$ cat src/rtl/pcc_pkg.sv
package pcc_pkg;
  typedef enum logic [2:0] {
    MODE_HOLD   = 3'b000,
    MODE_SET    = 3'b001,
    MODE_CLEAR  = 3'b010,
    MODE_TOGGLE = 3'b011,
    MODE_HOLD4  = 3'b100,
    MODE_HOLD5  = 3'b101,
    MODE_PWM_LO = 3'b110,
    MODE_PWM_HI = 3'b111
  } pcc_mode_e;
endpackage

$ cat src/rtl/pcc_counter.sv
module pcc_counter #(
  parameter int CNT_W = 16
) (
  input  logic             clk,
  input  logic             rst,
  input  logic             en,
  input  logic             center_sel,
  input  logic [CNT_W-1:0] reload,
  output logic [CNT_W-1:0] cnt_q,
  output logic             up_q,
  output logic             at_turn
);
  localparam logic [CNT_W-1:0] ONE = CNT_W'(1);

  logic going_up;
  logic at_top;
  logic at_bottom;

  assign going_up  = !center_sel || up_q;
  assign at_top    = cnt_q >= reload;
  assign at_bottom = cnt_q == '0;
  assign at_turn   = going_up ? at_top : at_bottom;

  always_ff @(posedge clk) begin
    if (rst) begin
      cnt_q <= '0;
      up_q  <= 1'b1;
    end else if (en) begin
      if (!center_sel) begin
        up_q  <= 1'b1;
        cnt_q <= at_top ? '0 : cnt_q + ONE;
      end else if (up_q) begin
        if (at_top) begin
          if (reload == '0) begin
            cnt_q <= '0;
          end else begin
            up_q  <= 1'b0;
            cnt_q <= reload - ONE;
          end
        end else begin
          cnt_q <= cnt_q + ONE;
        end
      end else begin
        if (at_bottom) begin
          up_q  <= 1'b1;
          cnt_q <= (reload == '0) ? '0 : ONE;
        end else begin
          cnt_q <= cnt_q - ONE;
        end
      end
    end
  end
endmodule

$ cat src/rtl/pcc_refgen.sv
module pcc_refgen
  import pcc_pkg::*;
#(
  parameter int CNT_W = 16
) (
  input  logic             clk,
  input  logic             rst,
  input  logic             en,
  input  logic [2:0]       mode,
  input  logic [CNT_W-1:0] cnt,
  input  logic [CNT_W-1:0] cmp,
  input  logic [CNT_W-1:0] reload,
  input  logic             hit,
  output logic             ref_q
);
  function automatic logic pwm_level(input logic [CNT_W-1:0] c,
                                     input logic [CNT_W-1:0] cv,
                                     input logic [CNT_W-1:0] top,
                                     input logic             invert);
    logic lvl;
    if (cv > top) lvl = 1'b0;
    else          lvl = c < cv;
    return lvl ^ invert;
  endfunction

  logic ref_d;

  always_comb begin
    ref_d = ref_q;
    case (pcc_mode_e'(mode))
      MODE_SET:    if (hit) ref_d = 1'b1;
      MODE_CLEAR:  if (hit) ref_d = 1'b0;
      MODE_TOGGLE: if (hit) ref_d = !ref_q;
      MODE_PWM_LO: ref_d = pwm_level(cnt, cmp, reload, 1'b0);
      MODE_PWM_HI: ref_d = pwm_level(cnt, cmp, reload, 1'b1);
      default:     ref_d = ref_q;
    endcase
  end

  always_ff @(posedge clk) begin
    if (rst)     ref_q <= 1'b0;
    else if (en) ref_q <= ref_d;
  end
endmodule

$ cat src/rtl/pwm_compare_channel.sv
module pwm_compare_channel #(
  parameter int CNT_W = 16
) (
  input  logic             clk,
  input  logic             rst,
  input  logic             en,
  input  logic             center_sel,
  input  logic [CNT_W-1:0] reload,
  input  logic [CNT_W-1:0] cmp,
  input  logic [2:0]       mode,
  output logic             ref_out,
  output logic             ovf_pulse,
  output logic             match_pulse
);
  logic [CNT_W-1:0] cnt_q;
  logic             up_q;
  logic             at_turn;
  logic             hit;

  pcc_counter #(.CNT_W(CNT_W)) u_cnt (
    .clk        (clk),
    .rst        (rst),
    .en         (en),
    .center_sel (center_sel),
    .reload     (reload),
    .cnt_q      (cnt_q),
    .up_q       (up_q),
    .at_turn    (at_turn)
  );

  assign hit = cnt_q == cmp;

  pcc_refgen #(.CNT_W(CNT_W)) u_ref (
    .clk    (clk),
    .rst    (rst),
    .en     (en),
    .mode   (mode),
    .cnt    (cnt_q),
    .cmp    (cmp),
    .reload (reload),
    .hit    (hit),
    .ref_q  (ref_out)
  );

  assign ovf_pulse   = en && at_turn;
  assign match_pulse = en && hit;
endmodule

$ cat config.mk
export PLATFORM = sky130hd
export DESIGN_NAME = pwm_compare_channel
export DESIGN_NICKNAME = d
export VERILOG_FILES = /design/src/rtl/pcc_pkg.sv /design/src/rtl/pcc_counter.sv /design/src/rtl/pcc_refgen.sv /design/src/rtl/pwm_compare_channel.sv
export SDC_FILE = /design/constraint.sdc
export NUM_CORES = 1
export LEC_CHECK = 0
export BUFFER_PORTS_ARGS = -buffer_cell sky130_fd_sc_hd__buf_2
export CORE_MARGIN = 3
export CORE_UTILIZATION = 47
export CTS_CLUSTER_SIZE = 24
export DETAILED_ROUTE_END_ITERATION = 8
export PLACE_DENSITY = 0.76
export SLEW_MARGIN = 20
export SYNTH_ARGS = -nofsm -noshare
export SYNTH_HDL_FRONTEND = slang
export SYNTH_HIERARCHICAL = 1
export SYNTH_SLANG_ARGS = --single-unit
$ cat constraint.sdc
create_clock -name clk -period 3.3 [get_ports clk]
set_clock_uncertainty 0.15 [all_clocks]
set_input_delay 0.165 -clock clk [delete_from_list [all_inputs] [get_ports clk]]
set_output_delay 0.165 -clock clk [all_outputs]
set_load 0.1 [all_outputs]
# --- After elaboration in Yosys (flattened, before gate mapping) ---
# Index checks and enable logic that the tools add are counted.
classes:
  n_addsub: 3
  mul: 0
  div: 0
  n_lt_le_gt_ge: 3
  n_eq_ne: 9
  n_shift: 0
  mux: 19
  n_bitwise: 1
  n_reduce_logical: 9
ops:
  columns: ["operator", "n"]
  rows:
  - ["2-to-1 mux 16 bit", 6]
  - ["zero test 16 bit", 2]
  - ["subtractor 16 x 1 -> 16 bit (second input constant)", 2]
  - ["adder 16 x 1 -> 16 bit (second input constant)", 1]
  - ["== test 16 bit", 1]
  - ["greater-or-equal comparator 16 bit", 1]
  - ["> comparator 16 bit", 1]
  - ["< comparator 16 bit", 1]
  - ["2-to-1 mux 1 bit", 12]
  - ["== test 3 x 2 -> 1 bit (second input constant)", 2]
  - ["== test 3 bit (second input constant)", 2]
  - ["!= test 2 bit (second input constant)", 3]
  - ["case mux 1 bit (5 select lines)", 1]
  - ["AND reduction 5 bit", 1]
  - ["nonzero test 5 bit", 1]
  - ["== test 3 x 1 -> 1 bit (second input constant)", 1]
  - ["logical AND 1 bit", 2]
  - ["zero test 1 bit", 2]
  - ["logical OR 1 bit", 1]
  - ["inverter 1 bit", 1]
word_totals:
  regBits: 18
  latch_bits: 0
  ram_bits: 0
  rom_bits: 0
  output_inout_bits: 3
  wordCells: 47
  mem_count: 0

# --- Depth between registers and ports, before layout ---
logic_depth:
  ltp_word: 5
  depth_mapped: 10
  mapped_depth_nobuf: 8

# --- Cells and area by module ---
# The synthesis kept the hierarchy.
modules_own_cells:
  columns: ["module", "n_inst", "cells_per_inst", "area_each_um2", "seq_area_each_um2"]
  rows:
  - ["pcc_counter", 1, 316, 2374.8, 340.3]
  - ["pcc_refgen", 1, 124, 918.4, 20.0]
  - ["pwm_compare_channel", 1, 23, 190.2, 0.0]

# --- Worst setup path before layout ---
# Ideal clock, no wire load.
synth_path:
  path_type: "flip-flop to output port"
  startpoint: "register u_cnt.cnt_q[15]"
  endpoint: "output ovf_pulse"
  arrival_ps: 2514
  slack_ps: 471
  stages_incl_launch_ff: 10
  cell_sequence: "dfxtp_1 > ha_1 > nand4_1 > nor3_1 > o311ai_1 > nand3_1 > buf_2 > buf_2 > o21a_1 > and2_1"
synth_via:
  elab_chain_cells: 3
synth_lines:
  columns: ["item", "line_no", "source"]
  rows:
  - ["start: declaration", "pcc_counter.sv:9", "output logic [CNT_W-1:0] cnt_q,"]
  - ["start signal: assignment", "pcc_counter.sv:31", "cnt_q <= at_top ? '0 : cnt_q + ONE;"]
  - ["start signal: assignment", "pcc_counter.sv:38", "cnt_q <= reload - ONE;"]
  - ["start signal: assignment", "pcc_counter.sv:41", "cnt_q <= cnt_q + ONE;"]
  - ["greater-or-equal comparator 16 bit / zero test 16 bit (equally long branches)", "pcc_counter.sv:20, pcc_counter.sv:21", null]
  - ["2-to-1 mux 1 bit (*)", "pcc_counter.sv:22", "assign at_turn = going_up ? at_top : at_bottom;"]
  - ["net at_turn", "pwm_compare_channel.sv:17", "logic at_turn;"]
  - ["logical AND 1 bit (*)", "pwm_compare_channel.sv:45", "assign ovf_pulse = en && at_turn;"]
  - ["end: declaration", "pwm_compare_channel.sv:12", "output logic ovf_pulse,"]
# Mark *: on every way through the listed nets, which the timed path passes. The rest lies on a longest branch.

# --- Worst setup path after layout ---
layout_path:
  startpoint: "register u_cnt.cnt_q[14]"
  endpoint: "output ovf_pulse"
# The elaborated chain is that of the path after synthesis.

==> flow_summary.yaml <==
sta:
  tightestPinTransition_ps: 652
  setup_violations: 0
  fin_crit_ps: 2970
  drv_slew: 0
  min_period_over_period: 0.901
  rsz0062_at_grt: "no"
  setup_tns_ps: 0
  fmax_mhz: 336
  hold_viol_final: 0
  max-slew-margin-rel: 0.565
clock_tree:
  cts_tree: "built"
  clk_pin_slew_worst_paths_ps: 80
  cts_buffers: 3
  post_cts_buffers: 0
  cts.sinks: 18
  postCtsResizedCells: 0
  postCtsHoldBufs: 0
  h-tree-depth: 1
  cts.path.max_buffers: 2
  clock_latency_ps: 260
  root_buffer: "clkbuf_8"
finish:
  n_antenna_cell: 0
  layout.nets: 597
  drive_above_1_share: 0.182
  fillers: 709
  multi_input_area_um2: 2810
  final_cell_area_um2: 3890
  fin_util: 0.557
  area_growth_pct: 11.6
  seq_area_um2: 360
global_routing:
  grt_max_degree: 19
  grt.overflow.total: 0
  grt_pass1_vias: 3387
  grt_pass1_wl_mm: 17.2
  grt.total_usage: 0.249
  antenna_found_initial: 0
placement:
  io_buffers: 41
  dp_hpwl_mm: 8.39
  gp_congestion: 0.919
  place_area_um2: 3830
power_and_ir_drop:
  power_leakage_nw: 1.75
  p_clk_frac: 0.202
  p_sw_frac: 0.433
  irDropWorstVdd_uv: 185
  combPwrFrac: 0.536
  p_seq_frac: 0.262
  p_sw_mw: 0.415
  p_int_mw: 0.544
  power_density_nw_per_um2: 246
routing:
  vias_per_cell: 6.00
  wire_per_inst_um: 17.4
  ant_nets: 0
  dr.pass1.iters: 7
  drt_iter0_drc: 340
  via_count: 3605
  drt-total-wl_mm: 10.5
  drc: 0
synthesis:
  syn_area_um2: 3480
  postSynthCellCount: 463
  ys_seq_elements: 18
  yosysSeqAreaShare: 0.103
  synth_edf_count: 0
  ys.flop_type: "dfxtp_1"
  avgSynthCellArea_um2: 7.52
  syn_nets: 554
  yosys.cell_types.count: 67
  synthArstFlopShare: 0
  yosysWarnings: 6
flow_run:
  cap_violations: 0
floorplanning:
  io_pins: 42
  die_w_um: 92.1
  die_h_um: 92.1
  rows: 30
  core_area_um2: 6980
  die_area_um2: 8480
  start_util: 0.499
worst_setup_path:
  crit_fanout: 10
  critPathLaunchType: "flop"
  required_ps: 2980
  endpoint_kind: "primary output"
  worstPathArrival_ps: 2660
  crit_type: "flop to primary output"
run_status:
  outcome: "finished clean"
min_path:
  worstHoldPathType: "input pin to flop"
[metal layers]
metal,track usage,vias up,share of wire
li1,-,1749,-
met1,0.353,1658,0.45
met2,0.409,175,0.46
met3,0.0263,23,0.072
met4,0.0458,0,0.017
met5,0,-,0
[cell usage after synthesis (3+ instances only)]
| cell type | number | area [um2] |
|---|---|---|
| and2_1 | 4 | 25.0 |
| nor4_1 | 4 | 25.0 |
| o21ai_0 | 16 | 80.1 |
| xnor2_1 | 44 | 385 |
| nor4_2 | 5 | 62.6 |
| xor2_1 | 4 | 35.0 |
| buf_2 | 7 | 35.0 |
| o221ai_2 | 3 | 45.0 |
| nand2_1 | 33 | 124 |
| nor3_1 | 8 | 40.0 |
| clkbuf_1 | 9 | 33.8 |
| nand2b_1 | 5 | 31.3 |
| and4_1 | 3 | 26.3 |
| dfxtp_1 | 18 | 360 |
| mux2i_1 | 3 | 30.0 |
| or3_1 | 11 | 68.8 |
| o211ai_1 | 3 | 22.5 |
| ha_1 | 52 | 651 |
| nand4_1 | 16 | 100 |
| o21a_1 | 4 | 30.0 |
| a311oi_1 | 3 | 26.3 |
| and3_1 | 8 | 50.1 |
| nor2_1 | 26 | 97.6 |
| nor2b_1 | 6 | 37.5 |
| a31oi_1 | 9 | 56.3 |
| nand3_1 | 24 | 120 |
| inv_1 | 57 | 214 |
| o221a_1 | 3 | 33.8 |
| a21oi_1 | 29 | 145 |
[critical path, cell delays in order, from the launching register on]
cell and delay, ps:
dfxtp_1 430, ha_1 350, nand4_1 150, nor3_1 270, o311ai_1 140, nand3_1 340, o21a_1 180, and2_1 110
buf_2 410
[logic make-up (layout without fill, tap and decap cells)]
| group | Yosys count | after routing | share of synthesized area |
|---|---|---|---|
| simple gates | 166 | 166 | 0.273 |
| compound gates | 97 | 97 | 0.209 |
| buf+inv | 77 | 119 | 0.0912 |
| fa+ha+maj | 52 | 52 | 0.187 |
| xor+xnor | 48 | 48 | 0.121 |
| flops | 18 | 18 | 0.103 |
| mux | 5 | 5 | 0.0162 |
[final timing paths]
check                                     start              to  slack (ps)  cells after the start
worst min-delay path                    mode[1]     u_ref/ref_q         120                      4
worst max register to register   u_cnt/cnt_q[1]  u_cnt/cnt_q[0]         560                      8
worst min register to register       u_cnt/up_q      u_cnt/up_q         370                      1
worst max-delay path            u_cnt/cnt_q[14]       ovf_pulse         330                      8
[flip-flops by register name (all words and copies together) (netlist names)]
register     count
u_cnt/cnt_q     16
u_cnt/up_q       1
u_ref/ref_q      1
[layout by cell type (no fill, tap or decap), types with 5 or more instances in the layout]
| cell type | count |
|---|---|
| o21ai_0 | 16 |
| nand4_1 | 16 |
| a21oi_1 | 29 |
| dfxtp_1 | 18 |
| inv_1 | 57 |
| nor2b_1 | 6 |
| and3_1 | 8 |
| nand2b_1 | 5 |
| ha_1 | 52 |
| or3_1 | 11 |
| nor3_1 | 8 |
| nor4_2 | 5 |
| nand3_1 | 24 |
| buf_4 | 17 |
| xnor2_1 | 44 |
| buf_2 | 41 |
| nor2_1 | 26 |
| a31oi_1 | 9 |
| nand2_1 | 33 |
[power groups by stage]
stage,registers [mW],clock network (mW),logic [mW]
after floorplan,0.272,0,0.335
after global placement,0.255,0,0.485
after detailed placement,0.256,0,0.501
after CTS,0.251,0.196,0.505
after global routing,0.253,0.205,0.565
final,0.251,0.194,0.514
[cell type report]
type                    count  share of cell area
clock buffers               4              0.0142
flip-flops and latches     18              0.0927
inverters                  57              0.0550
well taps                  96              0.0309
multi-input cells         368               0.722
repair buffers             58              0.0856
[stage by stage]
step | setup WS [ps] | power (mW) | instances | hold WS (ps)
2_1_floorplan | 471 | 0.606 | 463 | 163
3_3_place_gp | 611 | 0.739 | 597 | 335
3_5_place_dp | 543 | 0.757 | 597 | 351
4_1_cts | 333 | 0.951 | 601 | 115
5_1_grt | 131 | 1.02 | 601 | 129
6_report | 327 | 0.958 | 601 | 121
(Power assumes the default switching activity.)
